`config.mk`:
```
export PLATFORM = sky130hd
export DESIGN_NAME = exchange_sorter
export DESIGN_NICKNAME = d
export VERILOG_FILES = /design/src/rtl/sort_pkg.sv /design/src/rtl/sort_ram.sv /design/src/rtl/sort_counter.sv /design/src/rtl/sort_ctrl.sv /design/src/rtl/exchange_sorter.sv
export SDC_FILE = /design/constraint.sdc
export NUM_CORES = 1
export LEC_CHECK = 0
export BUFFER_PORTS_ARGS = -buffer_cell sky130_fd_sc_hd__buf_4
export CAP_MARGIN = 20
export CORE_ASPECT_RATIO = 2
export CORE_UTILIZATION = 60
export CTS_CLUSTER_SIZE = 12
export DETAILED_ROUTE_END_ITERATION = 6
export PLACE_DENSITY = 0.78
export SETUP_SLACK_MARGIN = 0.02
export SKIP_CTS_REPAIR_TIMING = 1
export SLEW_MARGIN = 25
export SYNTH_ARGS = -nofsm -noshare
export SYNTH_HDL_FRONTEND = slang
export SYNTH_SLANG_ARGS = --single-unit
```
`constraint.sdc`:
```
create_clock -name clk -period 9.6 [get_ports clk]
set_input_delay 0.96 -clock clk [delete_from_list [all_inputs] [get_ports clk]]
set_output_delay 0.96 -clock clk [all_outputs]
set_load 0.05 [all_outputs]
```
`src/rtl/sort_pkg.sv`:
```
package sort_pkg;
  typedef enum logic [2:0] {
    ST_IDLE  = 3'd0,
    ST_LOADJ = 3'd1,
    ST_READ  = 3'd2,
    ST_CMP   = 3'd3,
    ST_DONE  = 3'd4
  } sort_st_e;
endpackage

```
`src/rtl/sort_ram.sv`:
```
module sort_ram #(
  parameter int DATA_W = 8,
  parameter int ADDR_W = 3
) (
  input  logic              clk,
  input  logic [ADDR_W-1:0] addr_a,
  input  logic              we_a,
  input  logic [DATA_W-1:0] wd_a,
  output logic [DATA_W-1:0] rd_a,
  input  logic [ADDR_W-1:0] addr_b,
  input  logic              we_b,
  input  logic [DATA_W-1:0] wd_b,
  output logic [DATA_W-1:0] rd_b
);
  localparam int DEPTH = 1 << ADDR_W;

  logic [DATA_W-1:0] mem [DEPTH];

  // synchronous read returns the word held before this edge's writes
  always_ff @(posedge clk) begin
    if (we_a) mem[addr_a] <= wd_a;
    if (we_b) mem[addr_b] <= wd_b;
    rd_a <= mem[addr_a];
    rd_b <= mem[addr_b];
  end
endmodule

```
`src/rtl/sort_counter.sv`:
```
module sort_counter #(
  parameter int W    = 3,
  parameter int LAST = 7
) (
  input  logic         clk,
  input  logic         rst_n,
  input  logic         ld,
  input  logic         en,
  input  logic [W-1:0] ld_val,
  output logic [W-1:0] q,
  output logic         at_last
);
  localparam logic [W-1:0] LAST_V = W'(LAST);

  always_ff @(posedge clk or negedge rst_n) begin
    if (!rst_n)  q <= '0;
    else if (ld) q <= ld_val;
    else if (en) q <= q + W'(1);
  end

  assign at_last = (q == LAST_V);
endmodule

```
`src/rtl/sort_ctrl.sv`:
```
module sort_ctrl (
  input  logic clk,
  input  logic rst_n,
  input  logic mode,
  input  logic zi,
  input  logic zj,
  input  logic gt,
  output logic ld_i,
  output logic en_i,
  output logic ld_j,
  output logic en_j,
  output logic swap_we,
  output logic done
);
  import sort_pkg::*;

  sort_st_e st, st_nx;

  always_ff @(posedge clk or negedge rst_n) begin
    if (!rst_n) st <= ST_IDLE;
    else        st <= st_nx;
  end

  always_comb begin
    st_nx   = st;
    ld_i    = 1'b0;
    en_i    = 1'b0;
    ld_j    = 1'b0;
    en_j    = 1'b0;
    swap_we = 1'b0;
    done    = 1'b0;
    unique case (st)
      ST_IDLE: begin
        if (mode) begin
          ld_i  = 1'b1;
          st_nx = ST_LOADJ;
        end
      end
      ST_LOADJ: begin
        ld_j  = 1'b1;
        st_nx = ST_READ;
      end
      ST_READ: st_nx = ST_CMP;
      ST_CMP: begin
        swap_we = gt;
        if (!zj) begin
          en_j  = 1'b1;
          st_nx = ST_READ;
        end else if (!zi) begin
          en_i  = 1'b1;
          st_nx = ST_LOADJ;
        end else begin
          st_nx = ST_DONE;
        end
      end
      ST_DONE: begin
        done = 1'b1;
        if (!mode) st_nx = ST_IDLE;
      end
      default: st_nx = ST_IDLE;
    endcase
  end
endmodule

```
`src/rtl/exchange_sorter.sv`:
```
module exchange_sorter #(
  parameter int DATA_W = 8,
  parameter int ADDR_W = 3
) (
  input  logic              clk,
  input  logic              rst_n,
  input  logic              mode,
  input  logic [ADDR_W-1:0] host_addr,
  input  logic              host_wr,
  input  logic [DATA_W-1:0] host_din,
  input  logic              rd_en,
  output logic [DATA_W-1:0] data_out,
  output logic              done
);
  localparam int DEPTH = 1 << ADDR_W;

  logic [ADDR_W-1:0] idx_i, idx_j;
  logic              zi, zj;
  logic              ld_i, en_i, ld_j, en_j;
  logic              swap_we, gt;
  logic [DATA_W-1:0] rd_a, rd_b;
  logic [ADDR_W-1:0] addr_a;
  logic              we_a, we_b;
  logic [DATA_W-1:0] wd_a;

  sort_counter #(.W(ADDR_W), .LAST(DEPTH - 2)) u_cnt_i (
    .clk(clk), .rst_n(rst_n), .ld(ld_i), .en(en_i),
    .ld_val('0), .q(idx_i), .at_last(zi)
  );

  sort_counter #(.W(ADDR_W), .LAST(DEPTH - 1)) u_cnt_j (
    .clk(clk), .rst_n(rst_n), .ld(ld_j), .en(en_j),
    .ld_val(idx_i + ADDR_W'(1)), .q(idx_j), .at_last(zj)
  );

  sort_ctrl u_ctrl (
    .clk(clk), .rst_n(rst_n), .mode(mode), .zi(zi), .zj(zj), .gt(gt),
    .ld_i(ld_i), .en_i(en_i), .ld_j(ld_j), .en_j(en_j),
    .swap_we(swap_we), .done(done)
  );

  // port A belongs to the host in mode 0, to the i index in mode 1
  assign addr_a = mode ? idx_i   : host_addr;
  assign we_a   = mode ? swap_we : host_wr;
  assign wd_a   = mode ? rd_b    : host_din;
  assign we_b   = mode & swap_we;
  assign gt     = rd_a > rd_b;

  sort_ram #(.DATA_W(DATA_W), .ADDR_W(ADDR_W)) u_ram (
    .clk(clk),
    .addr_a(addr_a), .we_a(we_a), .wd_a(wd_a), .rd_a(rd_a),
    .addr_b(idx_j),  .we_b(we_b), .wd_b(rd_a), .rd_b(rd_b)
  );

  assign data_out = rd_en ? rd_a : '0;
endmodule

```
# Word-level counts from Yosys, hierarchy flattened
# Memories as Yosys holds them, arrays and structs flattened. A register that Yosys moved wholly into a read port is not among the register bits.
# Index checks and enable logic that the tools add are counted.
[totals] mem_bits_rw=64 romBits=0 memories=1 reg_bits=9 inputBits=16 output_inout_bits=9 latch_bits=0 elab_cells=47
[op_classes] addsub=2 order_cmp=1 bitwise=1 n_eq_ne=8 div_mod_pow=0 mul=0 n_mux=27 shifts=0 reduce_logical=4
[memory_table] name="u_ram.mem" depth=8 word_bits=8 read_ports=2 rd_clocked_by_memory_dff=2 wr=2 line_no="sort_ram.sv:17" source="logic [DATA_W-1:0] mem [DEPTH];"
[op_table] cell="$mux W3" count=9
[op_table] cell="$mux W8" count=2
[op_table] cell="$mux W1" count=15
[op_table] cell="$pmux W3 S5" count=1
[op_table] cell="$eq A3 B3 Y1 const B" count=3
[op_table] cell="$gt A8 B8 Y1" count=1
[op_table] cell="$add A3 B1 Y3 const B" count=2
[op_table] cell="$eq A3 B2 Y1 const B" count=2
[op_table] cell="$ne A2 B2 Y1 const B" count=2
[op_table] cell="$reduce_bool A2 Y1" count=2
[op_table] cell="$eq A3 B1 Y1 const B" count=1
[op_table] cell="$logic_not A3 Y1" count=1
[op_table] cell="$reduce_and A2 Y1" count=1
[op_table] cell="$and A1 B1 Y1" count=1

# Logic depth before layout (Yosys ltp)
# Gate-level depths: netlist (run 1).
[depth] word_depth=6 mapped_depth=8 depth_no_buf=7

# Cells and area by module
# From an unflattened synthesis (run 1), not the netlist that was laid out.
[hier_totals] cells_unflattened=373 area_unflattened_um2=5311.3
[modules_own_cells] module="sort_ram" instances=1 cells_per_inst=270 area_per_inst_um2=4329.2 seq_area_each_um2=2242.2
[modules_own_cells] module="exchange_sorter" instances=1 cells_per_inst=53 area_per_inst_um2=440.4 seq_area_each_um2=0.0
[modules_own_cells] module="sort_ctrl" instances=1 cells_per_inst=18 area_per_inst_um2=200.2 seq_area_each_um2=75.1
[modules_own_cells] module="sort_counter at u_cnt_i" instances=1 cells_per_inst=18 area_per_inst_um2=186.4 seq_area_each_um2=75.1
[modules_own_cells] module="sort_counter at u_cnt_j" instances=1 cells_per_inst=14 area_per_inst_um2=155.1 seq_area_each_um2=75.1

# Worst setup path after synthesis (run 1)
# Ideal clock, no wire load.
[synth_timing] kind="input to register" startpoint="input port mode" endpoint="memory u_ram.mem[5][0], enable pin" t_arrival_ns=3.129 path_buffers=1 required_ns=9.202 setup_slack_ns=6.073 stages=5 setup_time_ns=0.398 path_cell_list="buf_2 nand3_1 a2111oi_4 nor3_1 o41ai_1"
[synth_lines] item="start, declared" line_no="exchange_sorter.sv:7" source="input logic mode,"
[synth_lines] item="end, declared" line_no="sort_ram.sv:17"

==> results.json, run 1 <==
{
  "clk_latency_ns": 0.35,
  "clock_path_buffers": 2,
  "start_util": 0.6228,
  "worstSetupStartpointType": "flop",
  "worst_r2r_path_depth": 6,
  "slowest_delay_ns": 0.72,
  "yosys.area.top_type_share": 0.3722,
  "dp_hpwl_um": 11740,
  "clockRootBuffer": "clkbuf_16",
  "drive_gt1_frac": 0.3376,
  "nets": 494,
  "viasPerCell": 7.220,
  "outcome": "completed",
  "place_inst": 553,
  "cp_top_family": "compound AO/OA/AOI/OAI gates",
  "fmax_ghz": 0.2753,
  "cp.required_ns": 9.58,
  "synth_nets": 474,
  "power_mw": 1.761,
  "cts_tree": "yes",
  "grt_pass1_wl_um": 24930,
  "synth-async-reset-ratio": 0.1011,
  "cts.clk_slew.worst_paths_ns": 0.07,
  "setup.worst_path.end_class": "flop",
  "rsz0062_at_grt": "false",
  "synth.most_common_cell": "mux2_2",
  "antenna_found_initial": 0,
  "num_io_pins": 25,
  "first_pass_iters": 5,
  "syn_avg_cell_area_um2": 11.58,
  "core_area_mm2": 0.008292,
  "ir_worst_vdd_mv": 0.1726,
  "worst_pin_slew_ns": 0.8901,
  "ys_warn_count": 0,
  "synth.area.top_cells": "edfxtp_1, mux2_2, dfxtp_1",
  "timing.rr.end": "u_ram.mem[5][0]$_DFFE_PP_",
  "wl_per_cell_um": 29.81,
  "relSlewSlack": 0.4001,
  "grt_usage": 0.4101,
  "place.gp.congestion": 1.011,
  "reg2reg_from": "u_ram.rd_a[3]$_DFF_P_",
  "leakage_nw": 2.210,
  "syn_to_final_growth_pct": 11.02,
  "hold_ws_ns": 0.4226,
  "synthDistinctLibCells": 47,
  "detail-route-antenna-nets": 0,
  "slew_viol_final": 0,
  "antennaDiodeCount": 0,
  "grt_pass1_vias": 4087,
  "cp_slowest_cell": "a2111oi_4",
  "final_cells": 569,
  "worst-path-buf-inv": 1,
  "syn_area_mm2": 0.005164,
  "cts_num_sinks": 89,
  "yosys-top-cells-count": "mux2_2, nand2_1, edfxtp_1, clkbuf_1",
  "fin_crit_sh": 0.3783,
  "synth-seq-area-share": 0.4778,
  "place.port_buffers": 24,
  "min_period_ns": 3.632,
  "gr-total-overflow": 0,
  "powerDensity_mw_per_mm2": 307.2,
  "layout_setup_ws_ns": 5.968,
  "grt_max_degree": 30,
  "std_cell_rows": 47,
  "reg2reg_slack_ns": 5.97,
  "setup_viol": 0,
  "crit_fanout": 10,
  "drt_iter0_markers": 475,
  "cp.arrival_ns": 3.61,
  "synth_edf_count": 64,
  "htreeDepth": 3,
  "pre_cts_ws_ns": 5.758,
  "synth_area_leader_cell": "edfxtp_1",
  "numCtsBuffers": 9,
  "cap_viol_max_count": 0,
  "tns_ns": 0,
  "die_w_um": 67.60,
  "syn-instance-count": 446,
  "wl_um": 16960,
  "route.vias.total": 4108,
  "dieArea_mm2": 0.009003,
  "synthFlopType": "edfxtp_1",
  "path_cells": "ha_1, and4_1, a2111oi_4, nor3_1, buf_4, o41ai_2",
  "die_h_um": 133.2,
  "fin_worst_skew_ns": 0.006608,
  "ys_ff_latch": 89,
  "hold_class": "input pin to asynchronous set/reset pin",
  "post-route-drc-count": 0,
  "hold_violations": 0,
  "critical_path_class": "flop to flop"
}
[report_power, final]
group	total, mW	switching, mW	internal [mW]
clock	0.330	0.155	0.175
sequential	0.664	0.133	0.531
combinational	0.767	0.456	0.311
[layout make-up]
class | instances | area, um2
repair buffers | 32 | 240.2
clock inverters | 7 | 45.04
multi-input cells | 322 | 2587
inverters | 12 | 45.04
clock buffers | 9 | 225.2
well taps | 98 | 122.6
fillers | 625 | 2559
flip-flops and latches | 89 | 2467
[worst max path at each step]
stage / startpoint / to / slack (ns) / depth (start not counted)
finish: u_ram.rd_a[3]$_DFF_P_ / u_ram.mem[5][0]$_DFFE_PP_ / 5.97 / 6
CTS: u_ram.rd_a[3]$_DFF_P_ / u_ram.mem[5][0]$_DFFE_PP_ / 6.00 / 6
detailed placement: mode / u_ram.mem[5][0]$_DFFE_PP_ / 5.76 / 6
floorplan: mode / u_ram.mem[5][0]$_DFFE_PP_ / 6.07 / 5
global route: u_ram.rd_a[3]$_DFF_P_ / u_ram.mem[5][3]$_DFFE_PP_ / 5.83 / 6
global placement: mode / u_ram.mem[2][3]$_DFFE_PP_ / 5.88 / 5
[kinds of logic (layout without fill, tap and decap cells)]
group / Yosys count / after routing / synth area share
XOR/XNOR: 1 / 1 / 0.001696
AO/OA/AOI/OAI: 83 / 83 / 0.1262
AND/OR/NAND/NOR: 130 / 130 / 0.1129
adder cells (fa/ha/maj): 12 / 12 / 0.02908
buffers and inverters: 35 / 60 / 0.02665
flip-flops: 89 / 89 / 0.4778
multiplexers: 96 / 96 / 0.2256
[layer usage]
layer  part of all wire  track usage  wire [um]
met5                  0            0          0
met4               0.11       0.3676       1844
met3               0.10       0.1413       1718
met2               0.47       0.6172       8013
met1               0.32       0.4326       5385
[placed cells by master, fill, tap and decap left out, types with 5 or more instances in the layout]
| cell type | count |
|---|---|
| a21oi_1 | 16 |
| a221oi_1 | 7 |
| a22oi_1 | 5 |
| a311oi_1 | 9 |
| and2_1 | 9 |
| and3_1 | 9 |
| buf_4 | 32 |
| clkbuf_16 | 9 |
| dfrtp_1 | 9 |
| dfxtp_1 | 16 |
| edfxtp_1 | 64 |
| ha_1 | 12 |
| inv_1 | 11 |
| mux2_2 | 83 |
| mux4_2 | 8 |
| nand2_1 | 74 |
| nand3_1 | 14 |
| nor2_1 | 12 |
| o211ai_2 | 5 |
| o21ai_0 | 9 |
| o22ai_1 | 6 |
[state kept, by name (all words and copies together), names as in the netlist]
name	count
u_ram.mem	64
u_ram.rd_a	8
u_ram.rd_b	8
u_cnt_i.q	3
u_cnt_j.q	3
u_ctrl.st	3
[per-stage QoR]
stage | util | area [um2]
2_1_floorplan | - | 5164
3_3_place_gp | 0.6576 | 5453
3_5_place_dp | 0.6588 | 5463
4_1_cts | 0.6914 | 5733
5_1_grt | 0.6914 | 5733
6_report | 0.6914 | 5733
No activity file was read; power rests on OpenSTA's default activity.
==> run 2: changes to the inputs <==
CORE_UTILIZATION = 56   (was 60)
PLACE_DENSITY = 0.77   (was 0.78)
clock period = 3.2 ns   (was 9.6 ns; I/O delays follow)
==> run 2 against run 1 <==
Effect of this change:
- register-to-register slack lost 5.6 ns
- maximum frequency increased by 28%
- flip-flop and latch count did not move
- via count increased by 3.2%
- combinational power grew to 3.4 times the previous value
- die area rose by 7.0%
- sequential share of layout area fell by 1.6 points
- final area rose by 3.8%
- worst hold slack got worse by 0.090 ns
- first-iteration DRC count is 16% higher
- clock power grew to 3.4 times the previous value
- critical path type unchanged
==> results.json, run 2 (synthesized netlist as in run 1, its figures left out) <==
{
  "detail-route-antenna-nets": 0,
  "regMostFlops": "u_ram.mem",
  "rsz0062_at_grt": "false",
  "htreeDepth": 3,
  "setup_viol": 0,
  "drt_iter0_markers": 552,
  "first_pass_iters": 5,
  "core_area_mm2": 0.008951,
  "gr-total-overflow": 0,
  "slew_viol_final": 0,
  "place.gp.congestion": 1.043,
  "viasPerCell": 7.138,
  "std_cell_rows": 49,
  "cts_num_sinks": 89,
  "critical_path_class": "flop to flop",
  "place.port_buffers": 24,
  "reg.largest.list": "u_ram.mem (64), u_ram.rd_a (8), u_ram.rd_b (8)",
  "clock_path_buffers": 2,
  "min_period_ns": 2.837,
  "outcome": "completed",
  "powerDensity_mw_per_mm2": 934.5,
  "setup.worst_path.end_class": "flop",
  "ir_worst_vdd_mv": 0.4505,
  "final_cell_mix": "mux2_2, nand2_1, edfxtp_1",
  "power_mw": 5.560,
  "timing.rr.end": "u_ram.mem[7][0]$_DFFE_PP_",
  "start_util": 0.5769,
  "wl_um": 16930,
  "dieArea_mm2": 0.009632,
  "crit_fanout": 8,
  "hold_class": "input pin to asynchronous set/reset pin",
  "leakage_nw": 2.341,
  "n_fill_cell": 673,
  "clockRootBuffer": "clkbuf_16",
  "final_common_cell": "mux2_2",
  "worst_pin_slew_ns": 0.9701,
  "final_core_util": 0.6647,
  "clk_latency_ns": 0.35,
  "worstSetupStartpointType": "flop",
  "fmax_ghz": 0.3524,
  "antennaDiodeCount": 0,
  "worst_r2r_path_depth": 8,
  "cap_viol_max_count": 0,
  "wl_per_cell_um": 28.50,
  "numCtsBuffers": 9,
  "cp.arrival_ns": 2.81,
  "grt_max_degree": 29,
  "pre_cts_ws_ns": 0.4576,
  "tns_ns": 0,
  "drive_gt1_frac": 0.3577,
  "relSlewSlack": 0.3348,
  "die_h_um": 137.8,
  "antenna_found_initial": 0,
  "cts_tree": "yes",
  "syn_to_final_growth_pct": 15.22,
  "grt_usage": 0.3697,
  "reg2reg_slack_ns": 0.36,
  "largest_register_ff_count": 64,
  "layout_setup_ws_ns": 0.3627,
  "grt_pass1_vias": 4374,
  "reg2reg_from": "u_ram.rd_b[7]$_DFF_P_",
  "hold_ws_ns": 0.3330,
  "post-route-drc-count": 0,
  "fin_crit_sh": 0.8867,
  "grt_pass1_wl_um": 25300,
  "nets": 515,
  "cp.required_ns": 3.17,
  "num_io_pins": 25,
  "fin_worst_skew_ns": 0.007908,
  "route.vias.total": 4240,
  "die_w_um": 69.90,
  "hold_violations": 0,
  "dp_hpwl_um": 12060,
  "cts.clk_slew.worst_paths_ns": 0.06
}
run 2: power by group:
part | leakage [nW] | total (mW) | switching, mW | internal (mW)
clock network | 0.164 | 1.13 | 0.443 | 0.690
registers | 0.825 | 1.84 | 0.251 | 1.59
logic | 1.35 | 2.59 | 1.55 | 1.03
total | 2.34 | 5.56 | 2.25 | 3.31
run 2: per-stage QoR:
| stage | instance area [um2] | cells |
|---|---|---|
| after floorplan | 5164 | 446 |
| final | 5949 | 594 |
| after global placement | 5608 | 577 |
| after detailed placement | 5608 | 577 |
| after global routing | 5949 | 594 |
| after CTS | 5939 | 593 |
run 2: layout make-up:
| cell class | count | area [um2] | share of cell area |
|---|---|---|---|
| flip-flops and latches | 89 | 2467 | 0.4147 |
| clock buffers | 14 | 317.8 | 0.05342 |
| repair buffers | 53 | 400.4 | 0.06730 |
| multi-input cells | 322 | 2577 | 0.4332 |
| inverters | 12 | 45.04 | 0.007571 |
| clock inverters | 2 | 13.76 | 0.002313 |
| well taps | 102 | 127.6 | 0.02145 |
run 2: how the worst max path moves through the flow:
stage / slack [ns] / endpoint / from
finish: 0.36 / u_ram.mem[7][0]$_DFFE_PP_ / u_ram.rd_b[7]$_DFF_P_
global placement: 0.55 / u_ram.mem[7][2]$_DFFE_PP_ / u_ram.rd_a[0]$_DFF_P_
global route: 0.32 / u_ram.mem[7][7]$_DFFE_PP_ / u_ram.rd_b[7]$_DFF_P_
detailed placement: 0.46 / u_ram.mem[7][2]$_DFFE_PP_ / u_ram.rd_a[0]$_DFF_P_
floorplan: -0.11 / u_ram.mem[5][0]$_DFFE_PP_ / u_ram.rd_a[0]$_DFF_P_
CTS: 0.43 / u_ram.mem[5][5]$_DFFE_PP_ / u_ram.rd_b[7]$_DFF_P_
run 2: worst max-delay path, cell delays in order, from the launching register on:
cell      delay [ns]
dfxtp_1         0.34
inv_1           0.06
ha_1            0.32
and3_1          0.22
a221oi_1        0.10
a311oi_1        0.33
nor3_1          0.11
buf_4           0.19
o41ai_2         0.79
run 2: per-layer routing:
layer  GRT usage  wire, um  up-vias
met1      0.3548      5093     2023
met3     0.07827      1320      125
li1            -         -     1785
met4      0.3400      1803        0
met5           0         0        -
met2      0.6490      8714      307
